[src/rtl/a429_pkg.sv]
package a429_pkg;

    typedef enum logic [1:0] {
        ACC_IDLE = 2'd0,
        ACC_BUSY = 2'd1,
        ACC_DONE = 2'd2
    } acc_st_e;

    localparam logic [1:0] RSEL_DATA = 2'd0;
    localparam logic [1:0] RSEL_CTRL = 2'd1;
    localparam logic [1:0] RSEL_STAT = 2'd2;
    localparam logic [1:0] RSEL_LBL  = 2'd3;

    // Field order matches the 9-bit address, MSB first
    typedef struct packed {
        logic [3:0] ch;
        logic       dir;
        logic [1:0] rsel;
        logic [1:0] slice;
    } a429_addr_t;

endpackage

[src/rtl/a429_addr_decode.sv]
module a429_addr_decode
    import a429_pkg::*;
#(
    parameter int NUM_CH = 2
) (
    input  logic [8:0]  addr_i,
    output a429_addr_t  fld_o,
    output logic        ch_ok_o
);

    // field split, R10 implemented-channel test
    always_comb begin
        fld_o   = a429_addr_t'(addr_i);
        ch_ok_o = ({1'b0, fld_o.ch} < 5'(NUM_CH));
    end

endmodule

[src/rtl/a429_word_fifo.sv]
module a429_word_fifo #(
    parameter int DEPTH = 2
) (
    input  logic        clk,
    input  logic        rst_n,
    input  logic        push_i,
    input  logic [31:0] data_i,
    input  logic        pop_i,
    output logic [31:0] head_o,
    output logic        empty_o,
    output logic        full_o
);

    localparam int PW = (DEPTH > 1) ? $clog2(DEPTH) : 1;
    localparam int CW = $clog2(DEPTH + 1);

    typedef struct packed {
        logic [DEPTH-1:0][31:0] mem;
        logic [PW-1:0]          wp;
        logic [PW-1:0]          rp;
        logic [CW-1:0]          cnt;
    } fifo_t;

    fifo_t q, d;
    logic  do_push, do_pop;

    always_comb begin
        d       = q;
        do_push = push_i && (q.cnt != CW'(DEPTH));
        do_pop  = pop_i && (q.cnt != '0);
        if (do_push) begin
            d.mem[q.wp] = data_i;
            d.wp        = (q.wp == PW'(DEPTH - 1)) ? '0 : q.wp + 1'b1;
        end
        if (do_pop) begin
            d.rp = (q.rp == PW'(DEPTH - 1)) ? '0 : q.rp + 1'b1;
        end
        d.cnt = q.cnt + CW'(do_push) - CW'(do_pop);
    end

    always_ff @(posedge clk or negedge rst_n) begin
        if (!rst_n) q <= '0;
        else        q <= d;
    end

    assign head_o  = q.mem[q.rp];
    assign empty_o = (q.cnt == '0);
    assign full_o  = (q.cnt == CW'(DEPTH));

endmodule

[src/rtl/a429_chan.sv]
module a429_chan
    import a429_pkg::*;
#(
    parameter int HOST_W    = 16,
    parameter int BUF_DEPTH = 2
) (
    input  logic              clk,
    input  logic              rst_n,
    input  logic              acc_i,
    input  logic              wr_i,
    input  logic              dir_i,
    input  logic [1:0]        rsel_i,
    input  logic [1:0]        slice_i,
    input  logic [HOST_W-1:0] wdata_i,
    output logic [HOST_W-1:0] rd_o,
    output logic              irq_o,
    output logic [31:0]       tx_word_o,
    output logic              tx_valid_o,
    input  logic              tx_take_i,
    input  logic [31:0]       rx_word_i,
    input  logic              rx_put_i
);

    localparam int NSLICE = 32 / HOST_W;
    localparam logic [31:0] LANE = ~(32'hFFFF_FFFF << HOST_W);

    typedef struct packed {
        logic [7:0]  rx_ctrl;
        logic [7:0]  rx_lbl;
        logic [7:0]  tx_ctrl;
        logic [7:0]  tx_lbl;
        logic [31:0] tx_asm;
    } chan_t;

    chan_t       q, d;
    int          sl_idx;
    int          shamt;
    logic        slice_ok, slice_last, slice0;
    logic [31:0] merged, rd_word;
    logic [31:0] tx_head, rx_head;
    logic        tx_empty, tx_full, rx_empty, rx_full;
    logic        tx_push, rx_pop;

    always_comb begin
        sl_idx     = int'(slice_i);
        shamt      = sl_idx * HOST_W;
        slice_ok   = (sl_idx < NSLICE);
        slice_last = (sl_idx == NSLICE - 1);
        slice0     = (slice_i == 2'd0);
        merged     = (q.tx_asm & ~(LANE << shamt)) | (32'(wdata_i) << shamt);
    end

    // next-state of the register file
    always_comb begin
        d       = q;
        tx_push = 1'b0;
        rx_pop  = 1'b0;
        if (acc_i && wr_i) begin
            unique case (rsel_i)
                RSEL_DATA: begin
                    if (dir_i && slice_ok) begin      // rx data writes ignored
                        d.tx_asm = merged;
                        tx_push  = slice_last;
                    end
                end
                RSEL_CTRL: begin
                    if (slice0) begin
                        if (dir_i) d.tx_ctrl = wdata_i[7:0];
                        else       d.rx_ctrl = wdata_i[7:0];
                    end
                end
                RSEL_LBL: begin
                    if (slice0) begin
                        if (dir_i) d.tx_lbl = wdata_i[7:0];
                        else       d.rx_lbl = wdata_i[7:0];
                    end
                end
                default: ;                            // status is read-only
            endcase
        end
        if (acc_i && !wr_i && !dir_i && (rsel_i == RSEL_DATA) && slice_last) begin
            rx_pop = 1'b1;
        end
    end

    always_ff @(posedge clk or negedge rst_n) begin
        if (!rst_n) q <= '0;
        else        q <= d;
    end

    // read path
    always_comb begin
        rd_word = '0;
        rd_o    = '0;
        unique case (rsel_i)
            RSEL_DATA: begin
                if (slice_ok) begin
                    if (dir_i)          rd_word = q.tx_asm;
                    else if (!rx_empty) rd_word = rx_head;
                    rd_o = HOST_W'(rd_word >> shamt);
                end
            end
            RSEL_CTRL: if (slice0) rd_o = HOST_W'(dir_i ? q.tx_ctrl : q.rx_ctrl);
            RSEL_STAT: begin
                if (slice0) begin
                    if (dir_i) rd_o = HOST_W'({6'b0, tx_full, !tx_empty});
                    else       rd_o = HOST_W'({6'b0, rx_full, !rx_empty});
                end
            end
            default:   if (slice0) rd_o = HOST_W'(dir_i ? q.tx_lbl : q.rx_lbl);
        endcase
    end

    a429_word_fifo #(.DEPTH(BUF_DEPTH)) u_txbuf (
        .clk     (clk),
        .rst_n   (rst_n),
        .push_i  (tx_push),
        .data_i  (merged),
        .pop_i   (tx_take_i),
        .head_o  (tx_head),
        .empty_o (tx_empty),
        .full_o  (tx_full)
    );

    a429_word_fifo #(.DEPTH(BUF_DEPTH)) u_rxbuf (
        .clk     (clk),
        .rst_n   (rst_n),
        .push_i  (rx_put_i),
        .data_i  (rx_word_i),
        .pop_i   (rx_pop),
        .head_o  (rx_head),
        .empty_o (rx_empty),
        .full_o  (rx_full)
    );

    assign tx_word_o  = tx_head;
    assign tx_valid_o = !tx_empty;
    assign irq_o      = (q.rx_ctrl[0] && !rx_empty) || (q.tx_ctrl[0] && tx_empty);

endmodule

[src/rtl/a429_host_regs.sv]
module a429_host_regs
    import a429_pkg::*;
#(
    parameter int HOST_W    = 16,
    parameter int NUM_CH    = 2,
    parameter int BUF_DEPTH = 2,
    parameter int DATA_WAIT = 3
) (
    input  logic                  clk,
    input  logic                  rst_n,
    input  logic                  rd_n,
    input  logic                  wr_n,
    input  logic [8:0]            addr,
    input  logic [HOST_W-1:0]     wdata,
    output logic [HOST_W-1:0]     rdata,
    output logic                  host_wait,
    output logic                  irq,
    output logic [NUM_CH*32-1:0]  tx_word,
    output logic [NUM_CH-1:0]     tx_valid,
    input  logic [NUM_CH-1:0]     tx_take,
    input  logic [NUM_CH*32-1:0]  rx_word,
    input  logic [NUM_CH-1:0]     rx_put
);

    localparam int CNT_W = $clog2(DATA_WAIT + 1);

    typedef struct packed {
        acc_st_e           st;
        logic [CNT_W-1:0]  cnt;
        logic              wr;
        a429_addr_t        fld;
        logic              ok;
        logic [HOST_W-1:0] wd;
        logic [HOST_W-1:0] rd;
    } acc_t;

    acc_t              q, d;
    a429_addr_t        dec_fld;
    logic              dec_ok;
    logic              fin;
    logic [HOST_W-1:0] sel_rd;
    logic [HOST_W-1:0] ch_rd [NUM_CH];
    logic [NUM_CH-1:0] ch_irq;

    a429_addr_decode #(.NUM_CH(NUM_CH)) u_dec (
        .addr_i  (addr),
        .fld_o   (dec_fld),
        .ch_ok_o (dec_ok)
    );

    // read mux over channels; zero for unimplemented ones
    always_comb begin
        sel_rd = '0;
        if (q.ok) begin
            for (int c = 0; c < NUM_CH; c++) begin
                if (q.fld.ch == 4'(c)) sel_rd = ch_rd[c];
            end
        end
    end

    // access sequencer
    always_comb begin
        d   = q;
        fin = 1'b0;
        unique case (q.st)
            ACC_IDLE: begin
                if (!rd_n || !wr_n) begin
                    d.st  = ACC_BUSY;
                    d.wr  = !wr_n;
                    d.fld = dec_fld;
                    d.ok  = dec_ok;
                    d.wd  = wdata;
                    d.cnt = (dec_ok && dec_fld.rsel == RSEL_DATA) ? CNT_W'(DATA_WAIT - 1) : '0;
                end
            end
            ACC_BUSY: begin
                if (q.cnt == '0) begin
                    fin  = 1'b1;
                    d.st = ACC_DONE;
                    if (!q.wr) d.rd = sel_rd;
                end else begin
                    d.cnt = q.cnt - 1'b1;
                end
            end
            ACC_DONE: if (rd_n && wr_n) d.st = ACC_IDLE;
            default:  d.st = ACC_IDLE;
        endcase
    end

    always_ff @(posedge clk or negedge rst_n) begin
        if (!rst_n) q <= '0;
        else        q <= d;
    end

    for (genvar c = 0; c < NUM_CH; c++) begin : g_ch
        logic hit;
        assign hit = fin && q.ok && (q.fld.ch == 4'(c));

        a429_chan #(
            .HOST_W    (HOST_W),
            .BUF_DEPTH (BUF_DEPTH)
        ) u_chan (
            .clk        (clk),
            .rst_n      (rst_n),
            .acc_i      (hit),
            .wr_i       (q.wr),
            .dir_i      (q.fld.dir),
            .rsel_i     (q.fld.rsel),
            .slice_i    (q.fld.slice),
            .wdata_i    (q.wd),
            .rd_o       (ch_rd[c]),
            .irq_o      (ch_irq[c]),
            .tx_word_o  (tx_word[c*32 +: 32]),
            .tx_valid_o (tx_valid[c]),
            .tx_take_i  (tx_take[c]),
            .rx_word_i  (rx_word[c*32 +: 32]),
            .rx_put_i   (rx_put[c])
        );
    end

    assign host_wait = (q.st == ACC_BUSY);
    assign rdata     = q.rd;
    assign irq       = |ch_irq;

endmodule

[config.mk]
export PLATFORM = sky130hd
export DESIGN_NAME = a429_host_regs
export DESIGN_NICKNAME = d
export VERILOG_FILES = /design/src/rtl/a429_pkg.sv /design/src/rtl/a429_addr_decode.sv /design/src/rtl/a429_word_fifo.sv /design/src/rtl/a429_chan.sv /design/src/rtl/a429_host_regs.sv
export SDC_FILE = /design/constraint.sdc
export NUM_CORES = 1
export LEC_CHECK = 0
export BUFFER_PORTS_ARGS = -buffer_cell sky130_fd_sc_hd__buf_2
export CELL_PAD_IN_SITES_DETAIL_PLACEMENT = 0
export CELL_PAD_IN_SITES_GLOBAL_PLACEMENT = 1
export CORE_ASPECT_RATIO = 1.4
export CORE_MARGIN = 1.5
export CORE_UTILIZATION = 51
export DETAILED_ROUTE_END_ITERATION = 10
export GPL_TIMING_DRIVEN = 0
export PLACE_DENSITY = 0.87
export SETUP_SLACK_MARGIN = 0.1
export SYNTH_ARGS = -nofsm -noshare
export SYNTH_HDL_FRONTEND = slang
export SYNTH_HIERARCHICAL = 1
export SYNTH_SLANG_ARGS = --single-unit
[constraint.sdc]
create_clock -name clk -period 3.2 [get_ports clk]
set_input_delay 0.16 -clock clk [delete_from_list [all_inputs] [get_ports clk]]
set_output_delay 0.16 -clock clk [all_outputs]
set_load 0.01 [all_outputs]
==> flow_summary.json, run 1 <==
{
  "dp_hpwl_mm": 43.28,
  "setup_viol": 0,
  "post-place-ws_ns": -0.1135,
  "grt-ovfl-total": 0,
  "drc_errors": 0,
  "cts_tree": "yes",
  "placed_area_um2": 24280,
  "final_max_slew_viol_count": 0,
  "portBuffers": 174,
  "cp-end-kind": "flip-flop",
  "async_reset_ff_share_pct": 100.0,
  "rsz0062_at_grt": "yes",
  "dr.first_iter.drc_count": 804,
  "htreeDepth": 2,
  "vias_per_cell": 5.708,
  "max_freq_mhz": 327.2,
  "rows": 91,
  "syn-num-nets": 1606,
  "netlist_instances": 1500,
  "critPathLaunchType": "flip-flop",
  "netlist_area_um2": 22600,
  "die_height_um": 252.1,
  "fin_area_um2": 26850,
  "hold_violations": 0,
  "cts_buffers": 45,
  "antenna_found_initial": 0,
  "track_usage_pct": 26.46,
  "dominantRegCellSynth": "dfrtp_1",
  "synth_warnings": 6,
  "synth_top_area_share_pct": 49.50,
  "coreArea_um2": 43840,
  "final_nets": 1927,
  "tightest_slew_ns": 0.7720,
  "fin_skew_ns": 0.01619,
  "synth-edff-count": 0,
  "fin_ws_ns": 0.1434,
  "routed-via-count": 13778,
  "critPathMostFrequentCell": "buf_6",
  "avgSynthCellArea_um2": 15.06,
  "antenna_cells": 0,
  "hp-class": "in2reg",
  "io_pins": 181,
  "clk_pin_slew_ns": 0.06,
  "gp_congestion": 0.9335,
  "dpl.cell_count": 2236,
  "cts_max_path_buffers": 3,
  "final_cells": 2414,
  "critPathRequiredTime_ns": 3.64,
  "final_cell_mix": "dfrtp_1 (447), mux2_2 (345), mux2_4 (260)",
  "syn_to_final_growth_pct": 18.83,
  "drv_cap": 0,
  "synth_area_leaders": "dfrtp_1 (50%), mux2_4 (17%), mux2_2 (17%)",
  "numClockSinks": 447,
  "wirelength_mm": 59.53,
  "power_leakage_uw": 0.01292,
  "ir_drop_mv": 0.5576,
  "min_period_over_period_pct": 95.52,
  "synth-seq-cells": 447,
  "drive_gt1_share_pct": 54.15,
  "grt_max_degree": 129,
  "initial_core_util_pct": 51.55,
  "grt_pass1_vias": 15166,
  "cts-root-buf": "clkbuf_16",
  "ys_seq_area_share_pct": 49.50,
  "ys_types": 49,
  "critPathArrivalTime_ns": 3.50,
  "antenna_left": 0,
  "tns_ns": 0,
  "first_pass_iters": 6,
  "grt_pass1_wl_mm": 91.89,
  "path_cells": "or4b_1 > buf_6 > buf_12 > nor3_2 > nand3_1 > nor2_2 > nor3b_4 > buf_6 > mux2_2",
  "wl_per_cell_um": 24.66,
  "synth_largest_area_cell": "dfrtp_1",
  "fp.dieW_um": 180.9,
  "max_stage_delay_ns": 0.53,
  "die_area_um2": 45590,
  "final_common_cell": "dfrtp_1",
  "relSlewSlack_pct": 48.53,
  "status": "finished clean",
  "crit_type": "reg2reg",
  "critPathMaxFanout": 10,
  "slowest_stage": "or4b_1",
  "clock_latency_ns": 0.56,
  "power.density_nw_per_um2": 766.0,
  "period_needed_ns": 3.057
}
-- per-layer routing --
layer	track usage [%]	part of all wire, %	routed length (µm)
met5	0	0	0
met4	11.88	4.7	2801
met3	3.060	3.5	2096
met2	48.11	53	31470
met1	31.34	39	23160
-- state kept, by name (all words and copies together) (netlist names) --
register and cells:
q 31, g_ch.u_chan/u_txbuf/q 136, g_ch.u_chan/u_rxbuf/q 136, rdata 16
g_ch.u_chan/q 128
-- Yosys cell counts, drive strengths merged, types with 9 or more instances --
master,instances
o31ai,16
mux2,605
dfrtp,447
nor2,19
inv,18
nand2,28
a22oi,36
buf,95
clkbuf,30
a211oi,16
xnor2,12
a221oi,28
mux2i,42
a211o,12
ha,9
o221ai,16
-- final timing paths --
path	slack, ns	startpoint	to	cells past startpoint
min	0.04	tx_take[1]	g_ch[1].u_chan/u_txbuf/q[2]	3
max in group asynchronous	1.68	rst_n	rdata[13]	4
max reg2reg	0.14	q[41]	g_ch[1].u_chan/u_txbuf/q[22]	9
min in group asynchronous	0.08	rst_n	g_ch[1].u_chan/u_txbuf/q[7]	2
min reg2reg	0.49	rdata[15]	rdata[15]	2
max	0.14	q[41]	g_ch[1].u_chan/u_txbuf/q[22]	9
-- report_power, final --
part | internal [µW] | leakage [µW] | total (µW) | switching [µW]
sequential | 6780 | 0.00587 | 7910 | 1130
clock | 3360 | 0.000782 | 5620 | 2260
combinational | 3550 | 0.00627 | 7040 | 3490
total | 13700 | 0.0129 | 20600 | 6880
-- cell type report --
type,instances,area (µm²)
Timing Repair Buffer,274,1959
Fill cell,3277,16990
Clock inverter,20,264.0
Buffer,125,1020
Clock buffer,62,1313
Tap cell,558,698.2
Inverter,18,67.56
Sequential cell,447,11190
Multi-Input combinational cell,910,10340
-- what timing repair did --
item / 4_1_cts / 5_1_grt
setup endpoints to repair: 96 / 63
setup buffers: 2 / 0
resized for setup: 4 / 1
endpoints found under the hold margin: 383 / 0
cloned: 0 / 0
pin swaps: 0 / 0
hold buffers: 94 / 0
-- worst max-delay path, delay by kind of cell, from the launching register on --
family	cells	cell delay [ns]
simple gates	5	1.63
buf+inv	3	0.55
mux	1	0.35
flops	1	0.37
-- kinds of logic after synthesis --
| kind of cell | synth area share [%] |
|---|---|
| fa+ha+maj | 0.4984 |
| simple gates | 2.830 |
| compound gates | 5.006 |
| xor+xnor | 0.6202 |
| mux | 36.73 |
| flops | 49.50 |
| buf+inv | 4.812 |
-- metrics by stage --
step | utilization, % | total power (µW) | hold slack [ns]
floorplan | - | 12630 | -0.1356
global placement | 55.12 | 14580 | 0.3951
detailed placement | 55.40 | 14830 | 0.06718
CTS | 61.25 | 20610 | 0.01666
global route | 61.25 | 21420 | 0.04759
finish | 61.25 | 20570 | 0.03638
Note: power is estimated with default switching activity, not from simulation.
==> inputs of run 2 (changes only) <==
--- a/config.mk
+++ b/config.mk
@@ -13,7 +13,7 @@
 export CORE_UTILIZATION = 51
 export DETAILED_ROUTE_END_ITERATION = 10
 export GPL_TIMING_DRIVEN = 0
-export PLACE_DENSITY = 0.87
+export PLACE_DENSITY_LB_ADDON = 0.3
 export SETUP_SLACK_MARGIN = 0.1
 export SYNTH_ARGS = -nofsm -noshare
 export SYNTH_HDL_FRONTEND = slang
==> run 2 against run 1 <==
  * Register-to-register slack improved by 0.097 ns
  * Highest routed layer unchanged
  * Critical path depth rose by 1
  * Core utilization rose by 0.32 points
==> flow_summary.json, run 2 (synthesis gave the netlist of run 1 again) <==
{
  "drc_errors": 0,
  "critPathRequiredTime_ns": 3.66,
  "io_pins": 181,
  "track_usage_pct": 26.17,
  "tns_ns": 0,
  "max_freq_mhz": 337.9,
  "fp.dieW_um": 180.9,
  "clk_pin_slew_ns": 0.06,
  "grt_max_degree": 109,
  "fin_skew_ns": 0.02866,
  "dr.first_iter.drc_count": 926,
  "die_height_um": 252.1,
  "status": "finished clean",
  "grt_pass1_wl_mm": 90.11,
  "fin_ws_ns": 0.2407,
  "antenna_cells": 0,
  "fin_area_um2": 26990,
  "grt-ovfl-total": 0,
  "crit_type": "reg2reg",
  "drv_cap": 0,
  "clock_latency_ns": 0.57,
  "critPathLaunchType": "flip-flop",
  "dp_hpwl_mm": 43.17,
  "drive_gt1_share_pct": 54.63,
  "antenna_found_initial": 0,
  "rsz0062_at_grt": "no",
  "wirelength_mm": 58.90,
  "pwr-share-seq_pct": 38.1,
  "power_leakage_uw": 0.01299,
  "hp-class": "in2reg",
  "clkPwrFrac_pct": 28.1,
  "gp_congestion": 0.9333,
  "min_period_over_period_pct": 92.48,
  "antenna_left": 0,
  "power.density_nw_per_um2": 769.5,
  "power_switching_uw": 6912,
  "vias_per_cell": 5.643,
  "first_pass_iters": 7,
  "htreeDepth": 2,
  "wl_per_cell_um": 24.38,
  "final_common_cell": "dfrtp_1",
  "final_cell_mix": "dfrtp_1 (447), mux2_2 (345), mux2_4 (260)",
  "final_nets": 1928,
  "grt_pass1_vias": 14665,
  "relSlewSlack_pct": 46.92,
  "coreArea_um2": 43840,
  "routed-via-count": 13633,
  "portBuffers": 174,
  "rows": 91,
  "critPathArrivalTime_ns": 3.42,
  "power_frac_comb_pct": 33.8,
  "numClockSinks": 447,
  "cts_buffers": 46,
  "die_area_um2": 45590,
  "post-place-ws_ns": -0.1906,
  "placed_area_um2": 24280,
  "cts_tree": "yes",
  "cts-root-buf": "clkbuf_16",
  "swShare_pct": 33.28,
  "initial_core_util_pct": 51.55,
  "tightest_slew_ns": 0.7918,
  "critPathMaxFanout": 10,
  "final_max_slew_viol_count": 0,
  "hold_violations": 0,
  "setup_viol": 0,
  "cts_max_path_buffers": 3,
  "top_regs": "g_ch.u_chan/u_rxbuf/q: 136 flops, g_ch.u_chan/u_txbuf/q: 136 flops, g_ch.u_chan/q: 128 flops",
  "internal_power_uw": 13860,
  "period_needed_ns": 2.959,
  "cp-end-kind": "flip-flop",
  "ir_drop_mv": 0.4835,
  "syn_to_final_growth_pct": 19.45
}
[run 2: worst max-delay path, stage by stage (launching register included)]
cell	delay, ns
dfrtp_1	0.37
or4b_1	0.60
buf_6	0.19
buf_12	0.16
nor3_4	0.24
nand3_2	0.18
nor2_4	0.18
nor3b_4	0.21
buf_4	0.18
buf_6	0.17
mux2_2	0.35
[run 2: power by group through the flow]
stage	sequential, µW	combinational, µW	clock (µW)
3_3_place_gp	7900	6740	0
2_1_floorplan	7440	5190	0
4_1_cts	7880	7020	5970
5_1_grt	8060	7460	6190
6_report	7910	7010	5840
3_5_place_dp	7950	6880	0
[run 2: stage by stage]
stage	util [%]	hold slack, ns	instances	power [µW]
3_5_place_dp	55.40	0.1251	2236	14830
4_1_cts	61.48	0.01240	2416	20870
5_1_grt	61.57	0.03845	2416	21710
2_1_floorplan	-	-0.1356	1500	12630
3_3_place_gp	55.12	0.3964	2232	14640
6_report	61.57	0.02658	2416	20770
[run 2: what timing repair did]
action	CTS	global route
pin swaps	0	0
hold endpoints to repair	225	0
setup buffers	2	0
hold buffers	94	0
endpoints found under the setup margin	141	89
resized for setup	7	8
[run 2: path summary, 6_finish.rpt]
check | startpoint | end | slack (ns) | cells past startpoint
max | q[41] | g_ch[1].u_chan/u_txbuf/q[23] | 0.24 | 10
min | tx_take[1] | g_ch[1].u_chan/u_txbuf/q[2] | 0.03 | 3
max reg2reg | q[41] | g_ch[1].u_chan/u_txbuf/q[23] | 0.24 | 10
min reg2reg | rdata[1] | rdata[1] | 0.48 | 2
max in group asynchronous | rst_n | g_ch[0].u_chan/u_txbuf/q[37] | 1.29 | 5
min in group asynchronous | rst_n | g_ch[1].u_chan/u_rxbuf/q[25] | 0.12 | 2
[run 2: layout make-up]
class	count	area [µm²]
Fill cell	3404	16840
Sequential cell	447	11190
Multi-Input combinational cell	910	10400
Timing Repair Buffer	274	1959
Clock buffer	59	1301
Buffer	125	1020
Tap cell	558	698.2
Clock inverter	25	359.1
Inverter	18	67.56
[run 2: routing by layer]
| metal | vias up | wire length [µm] | part of all wire (%) | GRT usage [%] |
|---|---|---|---|---|
| li1 | 6139 | - | - | - |
| met1 | 7061 | 23530 | 40 | 31.58 |
| met2 | 316 | 31030 | 53 | 47.45 |
| met3 | 117 | 1773 | 3.0 | 2.829 |
| met4 | 0 | 2567 | 4.4 | 10.95 |
| met5 | - | 0 | 0 | 0 |
